<file path="src/rtl/exp_eval_pkg.sv">
package exp_eval_pkg;

    typedef enum logic [2:0] {
        ST_IDLE,
        ST_RANGE,
        ST_NORM,
        ST_MUL,
        ST_ADD,
        ST_SCALE,
        ST_FINISH
    } exp_state_e;

    // Coefficient n of the pre-scaled series, as an integer with frac_bits
    // fractional bits: (-1)^n * 2^(2n + frac_bits - pre_shift) / n!, rounded.
    function automatic longint coef_fixed(input int n, input int frac_bits, input int pre_shift);
        longint fact;
        longint num;
        longint q;
        fact = 1;
        for (int k = 2; k <= n; k++) fact = fact * longint'(k);
        num = longint'(1) << (2 * n + frac_bits - pre_shift);
        q   = (num + fact / 2) / fact;
        return (n % 2 == 1) ? -q : q;
    endfunction

endpackage

</file>
<file path="src/rtl/exp_coef_rom.sv">
module exp_coef_rom #(
    parameter int DATA_W    = 16,
    parameter int ORDER     = 12,
    parameter int PRE_SHIFT = 4,
    localparam int IDX_W    = $clog2(ORDER + 1)
) (
    input  logic [IDX_W-1:0]         idx,
    output logic signed [DATA_W-1:0] coef
);
    import exp_eval_pkg::*;

    localparam int FRAC_W = DATA_W - 1;

    logic signed [DATA_W-1:0] tbl [ORDER+1];

    for (genvar g = 0; g <= ORDER; g++) begin : g_coef
        assign tbl[g] = DATA_W'(coef_fixed(g, FRAC_W, PRE_SHIFT));
    end

    always_comb begin
        if (32'(idx) > ORDER) coef = '0;
        else                  coef = tbl[idx];
    end

endmodule

</file>
<file path="src/rtl/exp_horner_alu.sv">
module exp_horner_alu #(
    parameter int DATA_W = 16
) (
    input  logic signed [DATA_W-1:0] acc,
    input  logic signed [DATA_W-1:0] mul_r,
    input  logic signed [DATA_W-1:0] coef,
    output logic signed [DATA_W-1:0] prod_q,
    output logic signed [DATA_W:0]   sum_w
);
    localparam int FRAC_W = DATA_W - 1;
    localparam logic signed [2*DATA_W-1:0] HALF_LSB = (2*DATA_W)'(1) << (FRAC_W - 1);

    logic signed [2*DATA_W-1:0] prod_full;
    logic signed [2*DATA_W-1:0] prod_rnd;

    // single multiplier, rounded back to Q15
    assign prod_full = acc * mul_r;
    assign prod_rnd  = prod_full + HALF_LSB;
    assign prod_q    = DATA_W'(prod_rnd >>> FRAC_W);

    // single adder, one guard bit for overflow observation
    assign sum_w = {acc[DATA_W-1], acc} + {coef[DATA_W-1], coef};

endmodule

</file>
<file path="src/rtl/exp_out_scaler.sv">
module exp_out_scaler #(
    parameter int DATA_W    = 16,
    parameter int PRE_SHIFT = 4
) (
    input  logic signed [DATA_W-1:0] acc,
    output logic        [DATA_W-1:0] res
);
    localparam logic [DATA_W-1:0] LIMIT   = DATA_W'(1) << (DATA_W - 1 - PRE_SHIFT);
    localparam logic [DATA_W-1:0] POS_MAX = {1'b0, {(DATA_W-1){1'b1}}};

    always_comb begin
        if (acc[DATA_W-1])                 res = '0;
        else if (DATA_W'(acc) >= LIMIT)    res = POS_MAX;
        else                               res = DATA_W'(acc) << PRE_SHIFT;
    end

endmodule

</file>
<file path="src/rtl/exp_decay_eval.sv">
module exp_decay_eval #(
    parameter int DATA_W    = 16,
    parameter int ORDER     = 12,
    parameter int PRE_SHIFT = 4
) (
    input  logic              clk,
    input  logic              rst_n,
    input  logic              start,
    input  logic [DATA_W-1:0] arg_in,
    output logic              done,
    output logic [DATA_W-1:0] result
);
    import exp_eval_pkg::*;

    localparam int IDX_W = $clog2(ORDER + 1);
    localparam int MSB   = DATA_W - 1;

    exp_state_e state_q, state_d;

    logic [DATA_W-1:0]        arg_q;
    logic signed [DATA_W-1:0] r_q;
    logic signed [DATA_W-1:0] acc_q;
    logic [IDX_W-1:0]         idx_q;
    logic [DATA_W-1:0]        res_q;

    logic signed [DATA_W-1:0] coef;
    logic signed [DATA_W-1:0] prod_q;
    logic signed [DATA_W:0]   sum_w;
    logic [DATA_W-1:0]        scaled;

    exp_coef_rom #(.DATA_W(DATA_W), .ORDER(ORDER), .PRE_SHIFT(PRE_SHIFT)) u_rom (
        .idx  (idx_q),
        .coef (coef)
    );

    exp_horner_alu #(.DATA_W(DATA_W)) u_alu (
        .acc    (acc_q),
        .mul_r  (r_q),
        .coef   (coef),
        .prod_q (prod_q),
        .sum_w  (sum_w)
    );

    exp_out_scaler #(.DATA_W(DATA_W), .PRE_SHIFT(PRE_SHIFT)) u_scale (
        .acc (acc_q),
        .res (scaled)
    );

    // state register
    always_ff @(posedge clk) begin
        if (!rst_n) state_q <= ST_IDLE;
        else        state_q <= state_d;
    end

    // next-state logic
    always_comb begin
        state_d = state_q;
        unique case (state_q)
            ST_IDLE:   if (start) state_d = ST_RANGE;
            ST_RANGE:  state_d = arg_q[MSB] ? ST_FINISH : ST_NORM;
            ST_NORM:   state_d = ST_MUL;
            ST_MUL:    state_d = ST_ADD;
            ST_ADD:    state_d = (idx_q == '0) ? ST_SCALE : ST_MUL;
            ST_SCALE:  state_d = ST_FINISH;
            ST_FINISH: state_d = ST_IDLE;
            default:   state_d = ST_IDLE;
        endcase
    end

    // datapath and output registers
    always_ff @(posedge clk) begin
        if (!rst_n) begin
            arg_q <= '0;
            r_q   <= '0;
            acc_q <= '0;
            idx_q <= '0;
            res_q <= '0;
        end else begin
            unique case (state_q)
                ST_IDLE: begin
                    if (start) arg_q <= arg_in;
                end
                ST_RANGE: begin
                    idx_q <= IDX_W'(ORDER);
                    if (arg_q[MSB]) res_q <= '0;
                end
                ST_NORM: begin
                    // u/4: Q2.13 reinterpreted as Q15 (binary point moves two places)
                    r_q   <= {1'b0, arg_q[MSB-1:0]};
                    acc_q <= coef;
                    idx_q <= idx_q - 1'b1;
                end
                ST_MUL: begin
                    acc_q <= prod_q;
                end
                ST_ADD: begin
                    acc_q <= sum_w[DATA_W-1:0];
                    if (idx_q != '0) idx_q <= idx_q - 1'b1;
                end
                ST_SCALE: begin
                    res_q <= scaled;
                end
                ST_FINISH: ;
                default: ;
            endcase
        end
    end

    assign done   = (state_q == ST_FINISH);
    assign result = res_q;

    AST_NO_OVERFLOW: assert property (@(posedge clk) disable iff (!rst_n)
        (state_q == ST_ADD) |-> (sum_w[DATA_W] == sum_w[DATA_W-1]));

    AST_DONE_SINGLE: assert property (@(posedge clk) disable iff (!rst_n)
        done |=> !done);

    AST_RANGE_ZERO: assert property (@(posedge clk) disable iff (!rst_n)
        (state_q == ST_RANGE && arg_q[MSB]) |=> (done && result == '0));

    AST_BUSY_ARG_HELD: assert property (@(posedge clk) disable iff (!rst_n)
        (state_q != ST_IDLE) |=> $stable(arg_q));

    AST_RESULT_NONNEG: assert property (@(posedge clk) disable iff (!rst_n)
        done |-> !result[MSB]);

    AST_RESULT_HELD: assert property (@(posedge clk) disable iff (!rst_n)
        (state_q != ST_SCALE && state_q != ST_RANGE) |=> $stable(result));

endmodule

</file>
<file path="config.mk">
export PLATFORM = sky130hd
export DESIGN_NAME = exp_decay_eval
export DESIGN_NICKNAME = d
export VERILOG_FILES = /design/src/rtl/exp_eval_pkg.sv /design/src/rtl/exp_coef_rom.sv /design/src/rtl/exp_horner_alu.sv /design/src/rtl/exp_out_scaler.sv /design/src/rtl/exp_decay_eval.sv
export SDC_FILE = /design/constraint.sdc
export NUM_CORES = 1
export LEC_CHECK = 0
export ABC_AREA = 1
export BUFFER_PORTS_ARGS = -buffer_cell sky130_fd_sc_hd__buf_2
export CAP_MARGIN = 20
export CORE_MARGIN = 4
export CORE_UTILIZATION = 35
export CTS_BUF_LIST = sky130_fd_sc_hd__clkbuf_4 sky130_fd_sc_hd__clkbuf_8
export CTS_CLUSTER_SIZE = 14
export DETAILED_ROUTE_END_ITERATION = 10
export PLACE_DENSITY = 0.6
export SETUP_SLACK_MARGIN = 0.5
export SYNTH_ARGS = -nofsm -noshare
export SYNTH_HDL_FRONTEND = slang
export SYNTH_SLANG_ARGS = --single-unit
</file>
<file path="constraint.sdc">
create_clock -name clk -period 7.1 [get_ports clk]
set_clock_uncertainty 0.1 [all_clocks]
set_input_delay 1.065 -clock clk [delete_from_list [all_inputs] [get_ports clk]]
set_output_delay 1.065 -clock clk [all_outputs]
set_load 0.03 [all_outputs]
</file>
* Word level (Yosys, flattened, before mapping)
Memory sizes are Yosys's and may differ from the RTL's.
Cells that the tools add are included.
** Word-level totals
- Memory bits (read-only) :: 256
- Word-level logic and storage cells :: 47
- Input port bits :: 19
- Output and inout port bits :: 17
- Memories :: 1
- Bits in registers :: 70
** Memory list
- (no name shown) :: depth 16, width 16, rd ports 1, clocked after memory_dff 0, write ports 0, line exp_coef_rom.sv:22 : else coef = tbl[idx];
** Operators by class
- Bitwise gates (word level) :: 1
- Magnitude comparators :: 3
- Reduce and logical (&&, ||, !) cells :: 9
- Mux-type cells :: 14
- Equality and inequality tests :: 9
- Multipliers :: 1
- Add/subtract/negate cells :: 3
** Operators by type and width (count)
- 16-bit 2-to-1 mux :: 6
- 16-bit case mux with 3 select lines :: 1
- 16-bit case mux with 2 select lines :: 1
- 31-bit by 16-bit adder with 31-bit output, second input constant :: 1
- 16-bit by 16-bit multiplier with 31-bit output :: 1
- 3-bit case mux with 6 select lines :: 1
- 16-bit adder :: 1
- 16-bit by 12-bit greater-or-equal comparator with 1-bit output, second input constant :: 1
- 4-bit case mux with 3 select lines :: 1
- 3-bit equality test, second input constant :: 3
- 3-bit 2-to-1 mux :: 3
- 3-bit by 2-bit equality test with 1-bit output, second input constant :: 2
- 2-bit inequality test, second input constant :: 3
- 2-bit AND reduction :: 3
- 3-bit nonzero test :: 2
- 5-bit greater-or-equal comparator, second input constant :: 1
- 4-bit NOT with 5-bit output :: 1
- 4-bit greater-than comparator, second input constant :: 1
- 4-bit logical NOT :: 1
- 4-bit 2-to-1 mux :: 1
- 4-bit nonzero test :: 1
- 4-bit by 1-bit subtractor with 4-bit output, second input constant :: 1
- 3-bit by 1-bit equality test with 1-bit output, second input constant :: 1
- 3-bit logical NOT :: 1
- 2-bit nonzero test :: 1

* Logic depth before layout (Yosys ltp)
Gate-level depths: netlist of run 1.
- Depth after elaboration :: 7
- Mapped depth :: 30

* By module
A second synthesis of run 1 with hierarchy kept.
** Second synthesis, totals
- Cell total of the unflattened synthesis :: 2087
- Area, all modules :: 14999.4 µm²
** By module, submodules not included
- exp_horner_alu :: sequential area each 0.0 µm², cells each 1570, instances 1, area each 11263.3 µm²
- exp_decay_eval :: sequential area each 1401.3 µm², cells each 423, instances 1, area each 3259.4 µm²
- exp_coef_rom :: sequential area each 0.0 µm², cells each 59, instances 1, area each 312.8 µm²
- exp_out_scaler :: sequential area each 0.0 µm², cells each 35, instances 1, area each 163.9 µm²

* Least setup slack after synthesis of run 1
OpenSTA, ideal clock, no wires.
- Kind :: flip-flop to flip-flop
- Start :: register acc_q[15]
- End :: register acc_q[14]
- Setup time :: 109 ps
- Stages on the path, launching flop included :: 24
- Required time :: 6891 ps
- Clock period less this slack :: 5675 ps
- Buffers on the path :: 2
- Path slack :: 1425 ps
- Arrival :: 5466 ps
- Cells stage by stage :: dfxtp_1 -> clkbuf_1 -> clkbuf_1 -> nand2_1 -> fa_1 -> fa_1 -> inv_1 -> fa_1 -> fa_1 -> fa_1 -> inv_1 -> fa_1 -> inv_1 -> ha_1 -> nand4_1 -> nor3_1 -> and2_1 -> nand2_1 -> nand2_1 -> nand2_1 -> nand3_1 -> nand3_1 -> nand2_1 -> inv_1
** Between the ends
- Cells in the longest elaborated chain, start to end :: 3
** RTL lines
- start, declared :: line exp_decay_eval.sv:22 : logic signed [DATA_W-1:0] acc_q;
- start signal, assigned :: line exp_decay_eval.sv:90 : acc_q <= coef;
- start signal, assigned :: line exp_decay_eval.sv:94 : acc_q <= prod_q;
- start signal, assigned :: line exp_decay_eval.sv:97 : acc_q <= sum_w[DATA_W-1:0];
- 16-bit by 16-bit multiplier with 31-bit output :: line exp_horner_alu.sv:17 : assign prod_full = acc * mul_r;
- 31-bit by 16-bit adder with 31-bit output :: line exp_horner_alu.sv:18 : assign prod_rnd = prod_full + HALF_LSB;
- 16-bit case mux with 3 select lines :: line exp_decay_eval.sv:79 : unique case (state_q)
Every way passes these cells.
A chain may end at the register's enable or synchronous reset.

* Worst setup path in the final report of run 1
- Start :: register acc_q[8]
- End :: register acc_q[10]
** Between the ends
- Cells in the longest elaborated chain, start to end :: 3
- Elaborated cells between the ends (all ways) :: 4
** RTL lines (line)
- 16-bit by 16-bit multiplier with 31-bit output :: exp_horner_alu.sv:17
- 31-bit by 16-bit adder with 31-bit output :: exp_horner_alu.sv:18
- 16-bit case mux with 3 select lines * :: exp_decay_eval.sv:79
Every way passes the cells marked *; elsewhere a longest branch is shown, timed or not.

==> flow_metrics.env, run 1 <==
export IMPL_worstPathArrival_ps=6480
export IMPL_cts_tree="yes"
export IMPL_synth_edf_count=0
export IMPL_ys_async_sr_fraction=0
export IMPL_status="finished, final reports clean"
export IMPL_row_count=73
export IMPL_place_gp_congestion=0.9790
export IMPL_hold_path_end="result[15]"
export IMPL_hp_class="reg2reg"
export IMPL_layout_drive_gt1_share=0.06324
export IMPL_synthTopCellsByArea="fa_1 34%, inv_1 14%, nand2_1 14%, ha_1 9.9%, dfxtp_1 9.4%"
export IMPL_comb_power_share=0.681
export IMPL_leakage_nw=9.043
export IMPL_synth_distinct_cells=49
export IMPL_vias=12240
export IMPL_n_antenna_cell=0
export IMPL_die_x_microns=209.7
export IMPL_numCtsBuffers=9
export IMPL_path_class="reg2reg"
export IMPL_drv_cap=0
export IMPL_grt_pass1_vias=12240
export IMPL_fin_ws_ps=839.6
export IMPL_irDropWorstVdd_uv=120.6
export IMPL_routed_wl_mm=41.31
export IMPL_crit_path_frequent_cell="fa_1"
export IMPL_core_area_sq_um=40010
export IMPL_ctsRootBufferMaster="clkbuf_8"
export IMPL_slowest_delay_ps=980
export IMPL_drt_iter0_markers=980
export IMPL_ant_nets=0
export IMPL_hold_violations=0
export IMPL_multi_input_area_sq_um=10470
export IMPL_post_dp_cell_area_sq_um=14990
export IMPL_rsz0062_at_grt="false"
export IMPL_portBuffers=35
export IMPL_max_freq_mhz=159.7
export IMPL_wire_per_inst_microns=16.21
export IMPL_synth_top_area_cell="fa_1"
export IMPL_clk_path_buf_depth=2
export IMPL_holdPathStages=2
export IMPL_cp_required_ps=7320
export IMPL_start_util=0.3560
export IMPL_fin_area_sq_um=15250
export IMPL_clk_latency_ps=390
export IMPL_layout_commonest_cell="inv_1"
export IMPL_cts_hold_repair_buffers=0
export IMPL_firstDrtPassIters=5
export IMPL_syn_num_nets=2391
export IMPL_clkPwrFrac=0.093
export IMPL_yosys_warnings=0
export IMPL_max_slew_worst_pin_slew_ps=996.0
export IMPL_critPathTopFamily="adder cells"
export IMPL_holdWs_ps=340.1
export IMPL_ys_seq_elements=67
export IMPL_path_cells="nand2_1 > fa_1 > fa_1 > fa_1 > fa_1 > inv_1 > fa_1 > inv_1 > fa_1 > inv_1 > ha_1 > nand2_1 > inv_1 > a21oi_1 > nor2_1 > o21ai_0 > nand3_1 > nand2_1 > nand3_1 > a21oi_1"
export IMPL_fp_dieH_microns=209.7
export IMPL_synth_yosys_seq_area_share=0.09417
export IMPL_crit_buf_inv=4
export IMPL_synth_area_per_cell_sq_um=7.058
export IMPL_ys_flop_type="dfxtp_1"
export IMPL_fin_crit_ps=6260
export IMPL_grt_use_total=0.1898
export IMPL_internal_power_mw=1.723
export IMPL_cts_sinks=67
export IMPL_grt_pass1_wl_mm=66.30
export IMPL_preCtsSetupSlack_ps=783.3
export IMPL_mostFrequentLayoutCells="543 x inv_1, 534 x nand2_1, 241 x fa_1"
export IMPL_end_kind="flip-flop"
export IMPL_rr_startpoint="acc_q[8]"
export IMPL_hp_start="result[15]"
export IMPL_r2r_end="acc_q[10]"
export IMPL_p_per_area_nw_per_um2=275.6
export IMPL_synth_top_area_frac=0.3387
export IMPL_sw_frac_of_total=0.5900
export IMPL_dp_hpwl_mm=33.84
export IMPL_grt_overflow=0
export IMPL_synthCells=2018
export IMPL_r2r_setup_slack_ps=840
export IMPL_startpoint_type="flip-flop"
export IMPL_ff2ff_path_depth=20
export IMPL_finalSetupViolCount=0
export IMPL_crit_fanout=13
export IMPL_ios=36
export IMPL_seq_area_sq_um=1349
export IMPL_route_detailed_drc=0
export IMPL_area_growth_pct=7.036
export IMPL_switchingPower_mw=2.479
export IMPL_layout_nets=2392
export IMPL_nFillCells=4262
export IMPL_die_area_sq_um=43990
export IMPL_cpMaxStageDelayCell="dfxtp_1"
export IMPL_via_per_inst=4.800
export IMPL_relSlewSlack=0.3351
export IMPL_antenna_found_initial=0
export IMPL_path_clk_slew_ps=100
export IMPL_maxSlewViolCount=0
export IMPL_tns_ps=0
export IMPL_grt_max_degree=34
export IMPL_htreeDepth=3
export IMPL_netlist_area_sq_um=14240
export IMPL_seqPwrFrac=0.225
export IMPL_fin_crit_sh=0.8817
-- final cells by class --
| type | count | share of cell area |
|---|---|---|
| Multi-Input combinational cell | 1317 | 0.6869 |
| Inverter | 550 | 0.1356 |
| Sequential cell | 67 | 0.08847 |
| Tap cell | 525 | 0.04309 |
| Timing Repair Buffer | 74 | 0.03094 |
| Clock buffer | 9 | 0.008125 |
| Clock inverter | 7 | 0.006894 |
-- per-layer routing --
| metal | routed length (microns) | part of all wire | vias up | GRT usage |
|---|---|---|---|---|
| li1 | - | - | 5912 | - |
| met2 | 19690 | 0.48 | 318 | 0.3227 |
| met3 | 2363 | 0.057 | 43 | 0.02840 |
| met1 | 18600 | 0.45 | 5962 | 0.2615 |
| met4 | 654 | 0.016 | 0 | 0.03218 |
| met5 | 0 | 0 | - | 0 |
-- Yosys cell counts (2+ instances only) --
| cell type | number |
|---|---|
| inv_1 | 543 |
| nand2_1 | 534 |
| fa_1 | 241 |
| nor2_1 | 118 |
| ha_1 | 113 |
| a21oi_1 | 79 |
| nand3_1 | 70 |
| dfxtp_1 | 67 |
| o21ai_0 | 66 |
| clkbuf_1 | 64 |
| a31oi_1 | 14 |
| nor3_1 | 11 |
| buf_4 | 9 |
| buf_2 | 7 |
| nand3b_1 | 7 |
| nand4_1 | 7 |
| o21bai_1 | 7 |
| inv_2 | 5 |
| nand2_2 | 5 |
| and2_1 | 4 |
| or2_2 | 4 |
| a21boi_0 | 3 |
| nor2_4 | 3 |
| o21ai_1 | 3 |
| a211oi_1 | 2 |
| a211oi_2 | 2 |
| a221oi_1 | 2 |
| buf_1 | 2 |
| buf_6 | 2 |
| nor2_2 | 2 |
| nor3_2 | 2 |
| nor4_1 | 2 |
| xor2_1 | 2 |
-- registers in the layout, summed over array words and instances (netlist names) --
signal and cells:
acc_q 16, arg_q 16, r_q 15, result 13
idx_q 4, state_q 3
-- kinds of logic after synthesis --
logic type,after synthesis,share of synthesized area
adder cells (fa/ha/maj),354,0.4380
buffers and inverters,634,0.1713
AO/OA/AOI/OAI,187,0.07379
AND/OR/NAND/NOR,773,0.2209
XOR/XNOR,3,0.001845
flip-flops,67,0.09417
-- worst max-delay path by stage --
stage | start | to | cells after the start
CTS | acc_q[15] | acc_q[15] | 19
global route | r_q[3] | acc_q[15] | 20
detailed placement | acc_q[15] | acc_q[15] | 19
floorplan | acc_q[15] | acc_q[14] | 23
finish | acc_q[8] | acc_q[10] | 20
global placement | r_q[4] | acc_q[12] | 20
-- per-stage QoR --
stage | std cells | total power, mW | util
CTS | 2547 | 4.215 | 0.3804
finish | 2549 | 4.201 | 0.3811
floorplan | 2018 | 2.809 | -
global route | 2549 | 4.668 | 0.3811
global placement | 2531 | 3.755 | 0.3747
detailed placement | 2531 | 3.801 | 0.3747
-- power groups by stage --
stage               combinational [mW]  clock, mW  sequential, mW
floorplan                         2.26          0           0.554
global placement                  2.81          0           0.946
detailed placement                2.85          0           0.950
CTS                               2.87      0.404           0.941
global route                      3.28      0.417           0.967
finish                            2.86      0.392           0.947
-- what timing repair did --
item                                    in CTS  in global routing
gates resized for setup                      0                  6
endpoints found under the setup margin       0                  4
hold endpoints to repair                     0                  0
setup buffers                                0                  0
-- worst reg2reg max path, stage by stage (launching register included) --
cell	delay [ps]
dfxtp_1	980
nand2_1	170
fa_1	530
fa_1	480
fa_1	520
fa_1	560
inv_1	50
fa_1	490
inv_1	60
fa_1	490
inv_1	50
ha_1	300
nand2_1	150
inv_1	50
a21oi_1	260
nor2_1	130
o21ai_0	420
nand3_1	130
nand2_1	80
nand3_1	60
a21oi_1	120
Note: power is estimated with default switching activity, not from simulation.
==> run 2: changes to the inputs <==
Settings changed: REMOVE_ABC_BUFFERS set to 1, SLEW_MARGIN set to 10.
==> flow_metrics.env, run 2 (synthesis gave the netlist of run 1 again) <==
export IMPL_row_count=73
export IMPL_leakage_nw=9.050
export IMPL_crit_buf_inv=5
export IMPL_critPathTopFamily="adder cells"
export IMPL_layout_drive_gt1_share=0.06420
export IMPL_grt_pass1_wl_mm=67.21
export IMPL_fin_area_sq_um=15260
export IMPL_top_regs="acc_q (16), arg_q (16), r_q (15)"
export IMPL_core_area_sq_um=40010
export IMPL_layout_commonest_cell="inv_1"
export IMPL_die_area_sq_um=43990
export IMPL_r2r_setup_slack_ps=900
export IMPL_relSlewSlack=0.3171
export IMPL_path_class="reg2reg"
export IMPL_maxSlewViolCount=0
export IMPL_dp_hpwl_mm=33.74
export IMPL_end_kind="flip-flop"
export IMPL_crit_path_frequent_cell="fa_1"
export IMPL_clk_latency_ps=380
export IMPL_n_antenna_cell=0
export IMPL_instances_no_fill=2550
export IMPL_rr_startpoint="r_q[3]"
export IMPL_dp_cells=2533
export IMPL_start_util=0.3560
export IMPL_post_dp_cell_area_sq_um=15010
export IMPL_fp_dieH_microns=209.7
export IMPL_grt_use_total=0.1887
export IMPL_antenna_found_initial=0
export IMPL_path_clk_slew_ps=90
export IMPL_numCtsBuffers=9
export IMPL_area_growth_pct=7.142
export IMPL_max_slew_worst_pin_slew_ps=1023
export IMPL_r2r_end="acc_q[15]"
export IMPL_hold_violations=0
export IMPL_path_cells="buf_4 > nand2_1 > fa_1 > fa_1 > inv_1 > fa_1 > inv_1 > fa_1 > fa_1 > fa_1 > inv_1 > ha_1 > inv_1 > nor3_2 > nand2_1 > nor2_1 > a21oi_1 > nand2_1 > nand3_1 > a21oi_1"
export IMPL_fin_crit_sh=0.8729
export IMPL_ios=36
export IMPL_fin_ws_ps=902.3
export IMPL_layout_nets=2393
export IMPL_status="finished, final reports clean"
export IMPL_cpMaxStageDelayCell="fa_1"
export IMPL_finalSetupViolCount=0
export IMPL_slowest_delay_ps=680
export IMPL_routed_wl_mm=40.10
export IMPL_grt_pass1_vias=12750
export IMPL_tns_ps=0
export IMPL_firstDrtPassIters=5
export IMPL_irDropWorstVdd_uv=96.47
export IMPL_cts_tree="yes"
export IMPL_drv_cap=0
export IMPL_portBuffers=35
export IMPL_grt_overflow=0
export IMPL_hp_class="reg2reg"
export IMPL_crit_fanout=9
export IMPL_wire_per_inst_microns=15.72
export IMPL_ant_nets=0
export IMPL_htreeDepth=3
export IMPL_via_per_inst=4.747
export IMPL_die_x_microns=209.7
export IMPL_cts_hold_repair_buffers=0
export IMPL_cts_sinks=67
export IMPL_p_per_area_nw_per_um2=272.8
export IMPL_ff2ff_path_depth=20
export IMPL_route_detailed_drc=0
export IMPL_ctsRootBufferMaster="clkbuf_8"
export IMPL_startpoint_type="flip-flop"
export IMPL_cp_depth=20
export IMPL_crit_start="r_q[3]"
export IMPL_crit_end="acc_q[15]"
export IMPL_preCtsSetupSlack_ps=690.2
export IMPL_drt_iter0_markers=690
export IMPL_max_freq_mhz=161.4
export IMPL_worstPathArrival_ps=6370
export IMPL_place_gp_congestion=0.9168
export IMPL_clk_path_buf_depth=2
export IMPL_rsz0062_at_grt="false"
export IMPL_grt_max_degree=36
export IMPL_vias=12110
export IMPL_fin_crit_ps=6198
export IMPL_cp_required_ps=7270
export IMPL_mostFrequentLayoutCells="543 x inv_1, 534 x nand2_1, 241 x fa_1"
export IMPL_holdWs_ps=333.7
run 2: repair_timing:
| action | in CTS | in global routing |
|---|---|---|
| setup endpoints to repair | 0 | 5 |
| setup buffers | 0 | 0 |
| resized for setup | 0 | 8 |
run 2: layout make-up:
type | instances | area [sq um]
inverters | 550 | 2067
flip-flops and latches | 67 | 1350
clock buffers | 9 | 123.9
well taps | 525 | 656.9
clock inverters | 7 | 81.33
fillers | 4273 | 24750
repair buffers | 75 | 495.5
multi-input cells | 1317 | 10490
run 2: worst min path at each step:
stage	start	end	slack (ps)	cells after the start
3_5_place_dp	result[15]	result[15]	320	2
3_3_place_gp	result[15]	result[15]	320	2
5_1_grt	arg_q[5]	arg_q[5]	390	2
6_report	result[15]	result[15]	330	2
2_1_floorplan	arg_q[15]	arg_q[15]	330	2
4_1_cts	result[15]	result[15]	330	2
run 2: worst reg2reg max path: stages, from the launching register on:
cell and delay (ps):
dfxtp_2 460, buf_4 250, nand2_1 100, fa_1 560, fa_1 680, inv_1 240, fa_1 640, inv_1 80
fa_1 550, fa_1 440, fa_1 500, inv_1 40, ha_1 340, inv_1 90, nor3_2 230, nand2_1 100
nor2_1 230, a21oi_1 110, nand2_1 70, nand3_1 60, a21oi_1 230
run 2: metrics by stage:
step / total power, mW / util
after global routing: 4.670 / 0.3815
after detailed placement: 3.808 / 0.3753
after global placement: 3.766 / 0.3750
final: 4.163 / 0.3815
after CTS: 4.190 / 0.3804
after floorplan: 2.700 / -
run 2: power by group:
part	internal, mW	switching [mW]	total (mW)
Sequential	0.486	0.348	0.833
Clock	0.167	0.186	0.354
Combinational	1.05	1.93	2.98
run 2: layer usage:
layer | GRT usage | vias up | wire, microns | part of all wire
met3 | 0.01345 | 46 | 1344 | 0.034
met5 | 0 | - | 0 | 0
li1 | - | 5903 | - | -
met4 | 0.04748 | 0 | 982 | 0.024
met1 | 0.2539 | 5899 | 17900 | 0.45
met2 | 0.3315 | 258 | 19870 | 0.50
